==> src/rtl/sbsram_pkg.sv <==
package sbsram_pkg;

  typedef enum logic [1:0] {
    CYC_IDLE  = 2'd0,
    CYC_BEGIN = 2'd1,
    CYC_NEXT  = 2'd2,
    CYC_HOLD  = 2'd3
  } cyc_kind_e;

  typedef struct packed {
    cyc_kind_e kind;
    logic      wr;
  } cyc_t;

endpackage

==> src/rtl/sbsram_cycle_decode.sv <==
module sbsram_cycle_decode
  import sbsram_pkg::*;
(
  input  logic ce_n_i,
  input  logic ce2_i,
  input  logic ce3_n_i,
  input  logic ads_proc_n_i,
  input  logic ads_ctrl_n_i,
  input  logic adv_n_i,
  input  logic wr_i,
  input  logic active_i,
  output cyc_t cyc_o
);

  logic en_all;
  assign en_all = ce2_i & ~ce3_n_i;

  always_comb begin
    cyc_o.kind = CYC_IDLE;
    cyc_o.wr   = 1'b0;
    if (ce_n_i) begin
      if (ads_ctrl_n_i && active_i) begin
        cyc_o.kind = adv_n_i ? CYC_HOLD : CYC_NEXT;
        cyc_o.wr   = wr_i;
      end
    end else if (!ads_proc_n_i) begin
      // processor strobe wins and always reads
      if (en_all) cyc_o.kind = CYC_BEGIN;
    end else if (!ads_ctrl_n_i) begin
      if (en_all) begin
        cyc_o.kind = CYC_BEGIN;
        cyc_o.wr   = wr_i;
      end
    end else if (active_i) begin
      cyc_o.kind = adv_n_i ? CYC_HOLD : CYC_NEXT;
      cyc_o.wr   = wr_i;
    end
  end

endmodule

==> src/rtl/sbsram_burst_addr.sv <==
module sbsram_burst_addr
  import sbsram_pkg::*;
#(
  parameter int AW        = 6,
  parameter int BURST_LEN = 4
) (
  input  logic          clk_i,
  input  logic          rst_ni,
  input  cyc_t          cyc_i,
  input  logic [AW-1:0] addr_i,
  output logic [AW-1:0] eff_addr_o,
  output logic [AW-1:0] addr_q_o,
  output logic          active_o
);

  localparam int LB = $clog2(BURST_LEN);
  localparam logic [LB-1:0] STEP = LB'(1);

  logic [AW-1:0] addr_q;
  logic          active_q;

  always_comb begin
    unique case (cyc_i.kind)
      CYC_BEGIN: eff_addr_o = addr_i;
      CYC_NEXT:  eff_addr_o = {addr_q[AW-1:LB], addr_q[LB-1:0] + STEP};
      default:   eff_addr_o = addr_q;
    endcase
  end

  always_ff @(posedge clk_i or negedge rst_ni) begin
    if (!rst_ni) begin
      addr_q   <= '0;
      active_q <= 1'b0;
    end else begin
      addr_q <= eff_addr_o;
      if (cyc_i.kind == CYC_BEGIN)     active_q <= 1'b1;
      else if (cyc_i.kind == CYC_IDLE) active_q <= 1'b0;
    end
  end

  assign addr_q_o = addr_q;
  assign active_o = active_q;

  assert_next_step_R5: assert property (@(posedge clk_i) disable iff (!rst_ni)
    (cyc_i.kind == CYC_NEXT) |=>
      ((addr_q[LB-1:0] == $past(addr_q[LB-1:0]) + STEP) &&
       (addr_q[AW-1:LB] == $past(addr_q[AW-1:LB]))));

  assert_hold_addr_R6: assert property (@(posedge clk_i) disable iff (!rst_ni)
    (cyc_i.kind == CYC_HOLD) |=> $stable(addr_q));

  assert_idle_drop_R9: assert property (@(posedge clk_i) disable iff (!rst_ni)
    (cyc_i.kind == CYC_IDLE) |=> !active_q);

endmodule

==> src/rtl/sbsram_mem_array.sv <==
module sbsram_mem_array #(
  parameter int AW = 6,
  parameter int DW = 8
) (
  input  logic          clk_i,
  input  logic          rst_ni,
  input  logic          we_i,
  input  logic [AW-1:0] waddr_i,
  input  logic [DW-1:0] wdata_i,
  input  logic          re_i,
  input  logic [AW-1:0] raddr_i,
  output logic [DW-1:0] rdata_o
);

  localparam int DEPTH = 1 << AW;

  logic [DW-1:0] mem_q [DEPTH];
  logic [DW-1:0] dout_q;

  always_ff @(posedge clk_i) begin
    if (we_i) mem_q[waddr_i] <= wdata_i;
  end

  // registered read port: old contents on a same-edge write
  always_ff @(posedge clk_i or negedge rst_ni) begin
    if (!rst_ni)   dout_q <= '0;
    else if (re_i) dout_q <= mem_q[raddr_i];
  end

  assign rdata_o = dout_q;

endmodule

==> src/rtl/sync_burst_sram.sv <==
module sync_burst_sram
  import sbsram_pkg::*;
#(
  parameter int AW        = 6,
  parameter int DW        = 8,
  parameter int BURST_LEN = 4
) (
  input  logic          clk_i,
  input  logic          rst_ni,
  input  logic          ce_n_i,
  input  logic          ce2_i,
  input  logic          ce3_n_i,
  input  logic          ads_proc_n_i,
  input  logic          ads_ctrl_n_i,
  input  logic          adv_n_i,
  input  logic          wr_i,
  input  logic          oe_n_i,
  input  logic [AW-1:0] addr_i,
  input  logic [DW-1:0] wdata_i,
  output logic [DW-1:0] rdata_o,
  output logic          rdata_oe_o
);

  cyc_t          cyc;
  logic          active;
  logic [AW-1:0] eff_addr;
  logic [AW-1:0] addr_q;
  logic          mem_we;
  logic          rd_pend_q;
  logic          drive_q;
  logic [DW-1:0] dout;

  sbsram_cycle_decode i_decode (
    .ce_n_i      (ce_n_i),
    .ce2_i       (ce2_i),
    .ce3_n_i     (ce3_n_i),
    .ads_proc_n_i(ads_proc_n_i),
    .ads_ctrl_n_i(ads_ctrl_n_i),
    .adv_n_i     (adv_n_i),
    .wr_i        (wr_i),
    .active_i    (active),
    .cyc_o       (cyc)
  );

  sbsram_burst_addr #(
    .AW       (AW),
    .BURST_LEN(BURST_LEN)
  ) i_addr (
    .clk_i     (clk_i),
    .rst_ni    (rst_ni),
    .cyc_i     (cyc),
    .addr_i    (addr_i),
    .eff_addr_o(eff_addr),
    .addr_q_o  (addr_q),
    .active_o  (active)
  );

  assign mem_we = (cyc.kind != CYC_IDLE) && cyc.wr;

  sbsram_mem_array #(
    .AW(AW),
    .DW(DW)
  ) i_mem (
    .clk_i  (clk_i),
    .rst_ni (rst_ni),
    .we_i   (mem_we),
    .waddr_i(eff_addr),
    .wdata_i(wdata_i),
    .re_i   (rd_pend_q),
    .raddr_i(addr_q),
    .rdata_o(dout)
  );

  // stage 1: read decoded; stage 2: array word registered and driven
  always_ff @(posedge clk_i or negedge rst_ni) begin
    if (!rst_ni) begin
      rd_pend_q <= 1'b0;
      drive_q   <= 1'b0;
    end else begin
      rd_pend_q <= (cyc.kind != CYC_IDLE) && !cyc.wr;
      drive_q   <= rd_pend_q;
    end
  end

  assign rdata_oe_o = drive_q & ~oe_n_i;
  assign rdata_o    = rdata_oe_o ? dout : '0;

  assert_desel_hiz_R1: assert property (@(posedge clk_i) disable iff (!rst_ni)
    (!ce_n_i && !(ce2_i && !ce3_n_i) && !(ads_proc_n_i && ads_ctrl_n_i))
      |=> (!rd_pend_q ##1 !drive_q));

  assert_ctrl_desel_R2: assert property (@(posedge clk_i) disable iff (!rst_ni)
    (ce_n_i && !ads_ctrl_n_i) |-> (!mem_we ##1 !rd_pend_q));

  assert_proc_read_R3: assert property (@(posedge clk_i) disable iff (!rst_ni)
    (!ce_n_i && ce2_i && !ce3_n_i && !ads_proc_n_i) |-> (!mem_we ##1 rd_pend_q));

  assert_oe_gate_R8: assert property (@(posedge clk_i) disable iff (!rst_ni)
    oe_n_i |-> !rdata_oe_o);

  assert_no_burst_R9: assert property (@(posedge clk_i) disable iff (!rst_ni)
    (!active && ads_ctrl_n_i && (ads_proc_n_i || ce_n_i)) |-> (!mem_we ##1 !rd_pend_q));

endmodule

==> config.mk <==
export PLATFORM = sky130hd
export DESIGN_NAME = sync_burst_sram
export DESIGN_NICKNAME = d
export VERILOG_FILES = /design/src/rtl/sbsram_pkg.sv /design/src/rtl/sbsram_cycle_decode.sv /design/src/rtl/sbsram_burst_addr.sv /design/src/rtl/sbsram_mem_array.sv /design/src/rtl/sync_burst_sram.sv
export SDC_FILE = /design/constraint.sdc
export NUM_CORES = 1
export LEC_CHECK = 0
export BUFFER_PORTS_ARGS = -buffer_cell sky130_fd_sc_hd__buf_2
export CAP_MARGIN = 15
export CORE_ASPECT_RATIO = 1.25
export CORE_MARGIN = 2
export CORE_UTILIZATION = 45
export CTS_BUF_LIST = sky130_fd_sc_hd__clkbuf_8
export DETAILED_ROUTE_END_ITERATION = 8
export GPL_TIMING_DRIVEN = 0
export SLEW_MARGIN = 20
export SYNTH_ARGS = -nofsm -noshare
export SYNTH_HDL_FRONTEND = slang
export SYNTH_SLANG_ARGS = --single-unit
==> constraint.sdc <==
create_clock -name clk_i -period 4.2 [get_ports clk_i]
set_input_delay 0.42 -clock clk_i [delete_from_list [all_inputs] [get_ports clk_i]]
set_output_delay 0.42 -clock clk_i [all_outputs]
set_load 0.01 [all_outputs]
==> results.md <==
- Critical Path AT: 4.36 ns
- Routed via count divided by cell count: 5.69
- Inserted Clock Buffers: 81
- Number of unique standard cell types used by synthesis: 32
- Sequential cell fraction of total power: 52.5%
- Setup bufs post-CTS: 0
- Drt initial violations: 809
- Unrepaired setup endpoints after global routing: true
- First-pass GRT wire length: 67000 µm
- Die area: 47700 µm²
- Fraction of registers with async set/reset: 3.21%
- Worst Hold Class: in2reg
- Post-route setup slack: 0.0961 ns
- Cell area after synthesis: 20700 µm²
- Count of antenna-violating nets left after detailed routing: 0
- Root Driver: sky130_fd_sc_hd__clkbuf_8
- Most common library cell in the layout ignoring fill and taps: sky130_fd_sc_hd__edfxtp_1
- # clock sinks: 529
- Dominant combinational cell family by area after synthesis: multiplexers
- Post-Syn Instances: 983
- Post-Place Worst Slack: -0.0815 ns
- Synth Net Count: 1010
- Share of the core filled with cells: 51.4%
- Lkg Pwr: 0.00732 µW
- Largest net degree at the start of global routing: 65
- Fraction of synthesized cell area in xor and xnor cells: 0%
- Global routing usage summed across all routing layers: 19.5%
- Combinational share of power: 12.4%
- Power per standard cell area: 480 nW/µm²
- Post-detail-place hpwl: 28500 µm
- TritonCTS clock tree: done
- Initial Utilization: 45.6%
- Number of synthesized register bits: 529
- Count of H-tree levels built during CTS: 3
- Fin crit share: 97.7%
- X dimension of the die: 196 µm
- VDD IR-drop max: 175 µV
- Sequential cell area fraction in the yosys report: 76.4%
- Via count of the first global-routing pass: 10312
- Largest clock skew in the final design: 0.0270 ns
- Most used flip-flop cell after synthesis: sky130_fd_sc_hd__edfxtp_1
- Required time at the worst-slack endpoint: 4.45 ns
- Average cell area after synthesis: 21.0 µm²
- CP endpoint kind: flip-flop
- Core Area: 45300 µm²
- Final weighted congestion in routability-driven placement: 0.836
- Clock slew seen by the registers of the worst setup and hold paths: 0.06 ns
- Drt wl/cell: 26.1 µm
- Wire length after detailed routing: 45600 µm
- Nets: 1126
- Tmin final: 4.10 ns
- Proportion of synthesized area in mux cells: 16.8%
- Adder and majority gate portion of the synthesized area: 0.182%
- Total setup violations reported at the end of the flow: 0
- Worst Max-Slew Pin Slew: 1.00 ns
- Number of vias in the routed layout: 9928
- Final Hold Vio Count: 0
- Num ports: 33
- Worst setup SP type: flip-flop
- EDFF count, synth: 512
- Net switching share of the total power: 25.1%
- Detailed Routing Iterations Pass 1: 5
- Run status: finished clean
- Yosys warns: 0
- Maximum count of clock buffers along a single path: 3
- Synthesis-to-finish area growth: 12.7%
- Reported net switching power: 2810 µW
- Commonest cells after routing, fill and taps aside: sky130_fd_sc_hd__edfxtp_1, sky130_fd_sc_hd__mux4_2, sky130_fd_sc_hd__clkbuf_8
- Number of antenna violations at the first check in global routing: 1
- Cell-internal power: 8370 µW
- DRC errors left: 0
- Maximum fanout along the worst path: 9
- Max-slew headroom: 32.5%
- Number of buffer cells added on primary ports: 32
- Die span in y: 244 µm
- Synth Area in Simple Gates: 2.75%
- Number of fillers in the final layout: 3654
- Grt total ovfl: 0
- Clock share of power: 35.1%
- Number of core rows: 87
- Highest clock frequency the design can meet: 244 MHz
- Register cell area after layout: 15800 µm²
- Ratio of cells with drive above 1 in the final layout: 31.8%
- Critical Setup Path Class: reg2reg
- Clock insertion delay at the later pin of the skew report: 0.64 ns
- Max-slew violation total from the final report: 0
- Max_cap viols: 0
- Multi-input combinational cell area: 4810 µm²
- Area fraction in compound gates after synthesis: 2.43%
[synth_stat cells (all sizes together) (2+ instances only)]
| master | number | share of area (%) |
|---|---|---|
| nand3 | 8 | 0.19 |
| nor2 | 81 | 1.5 |
| o22ai | 8 | 0.24 |
| mux2 | 32 | 1.7 |
| nor2b | 4 | 0.12 |
| edfxtp | 512 | 74 |
| clkbuf | 16 | 0.29 |
| o221ai | 16 | 0.68 |
| mux4 | 120 | 13 |
| a32o | 2 | 0.097 |
| nand2 | 22 | 0.40 |
| a22oi | 18 | 0.65 |
| inv | 17 | 0.31 |
| a2111oi | 2 | 0.15 |
| buf | 31 | 0.83 |
| a221oi | 8 | 0.34 |
| mux2i | 40 | 1.9 |
| nand2b | 4 | 0.12 |
| ha | 3 | 0.18 |
| a32oi | 3 | 0.13 |
| dfrtp | 17 | 2.1 |
| and2 | 12 | 0.36 |
[worst paths after layout]
path                                  from                 end  slack (ns)  cells past startpoint
min reg2reg                      rd_pend_q             drive_q        0.44                      0
max in group asynchronous           rst_ni  i_addr.addr_q_o[0]        3.62                      2
max                        i_addr.active_o  i_mem.mem_q[60][0]         0.1                     10
min in group asynchronous           rst_ni    i_mem.rdata_o[4]        0.27                      2
max reg2reg                i_addr.active_o  i_mem.mem_q[60][0]         0.1                     10
min                              addr_i[4]  i_addr.addr_q_o[4]        0.19                      3
[through the flow]
| step | TNS, ns | hold slack (ns) | power, µW | cell area (µm²) | instances |
|---|---|---|---|---|---|
| after CTS | -1.38 | 0.130 | 11300 | 23100 | 1743 |
| final | 0 | 0.192 | 11200 | 23300 | 1744 |
| after detailed placement | -4.54 | 0.376 | 7370 | 21600 | 1593 |
| after global placement | -0.153 | 0.381 | 7350 | 21600 | 1593 |
| after floorplan | 0 | 0.124 | 6870 | 20700 | 983 |
| after global routing | -9.15 | 0.192 | 11600 | 23300 | 1744 |
[area by class of cell]
cell class / instances / area share, %
multi-input combinational: 390 / 20.6
timing repair buffer: 33 / 0.816
antenna: 1 / 0.0107
buffer: 47 / 0.994
clock inverter: 64 / 1.33
tap: 578 / 3.10
sequential: 529 / 67.8
clock buffer: 85 / 5.02
inverter: 17 / 0.274
[metal layers]
| layer | GRT usage (%) | vias to the layer above | wire length, µm |
|---|---|---|---|
| met4 | 7.06 | 0 | 1020 |
| met1 | 26.0 | 5230 | 19100 |
| li1 | - | 4320 | - |
| met5 | 0 | - | 0 |
| met3 | 3.16 | 66 | 2390 |
| met2 | 32.8 | 312 | 23100 |
[critical path, stage by stage, from the launching register on]
cell	delay, ns
sky130_fd_sc_hd__dfrtp_1	0.44
sky130_fd_sc_hd__and2_1	0.18
sky130_fd_sc_hd__o21a_1	0.19
sky130_fd_sc_hd__a22oi_1	0.52
sky130_fd_sc_hd__ha_1	0.33
sky130_fd_sc_hd__buf_2	0.17
sky130_fd_sc_hd__nand2b_1	0.16
sky130_fd_sc_hd__a32o_1	0.24
sky130_fd_sc_hd__nor2b_1	0.20
sky130_fd_sc_hd__nand2_1	0.46
sky130_fd_sc_hd__nor2_1	0.81
[power groups by stage]
stage / clock network [µW] / registers, µW / logic [µW]
after global routing: 4240 / 5870 / 1480
after detailed placement: 0 / 5980 / 1390
after floorplan: 0 / 5960 / 913
after CTS: 4020 / 5870 / 1390
after global placement: 0 / 5980 / 1370
final: 3930 / 5870 / 1390
[registers in the layout (all words and copies together), names as in the netlist]
signal / cells
i_mem.mem_q: 512
i_mem.rdata_o: 8
i_addr.addr_q_o: 6
drive_q: 1
i_addr.active_o: 1
rd_pend_q: 1
[logic make-up (layout without fill, tap and decap cells)]
kind of cell / Yosys count / in the layout
DFF: 529 / 529
muxes: 192 / 192
buffers and inverters: 64 / 246
and+or+nand+nor: 133 / 133
other: 0 / 1
AOI/OAI and AO/OA: 62 / 62
adders and majority gates: 3 / 3
[timing repair]
item,4_1_cts,5_1_grt
setup endpoints to repair,59,471
resized for setup,3,70
hold endpoints to repair,17,0
hold buffers,1,0
Power figures use the tool's default switching activity.
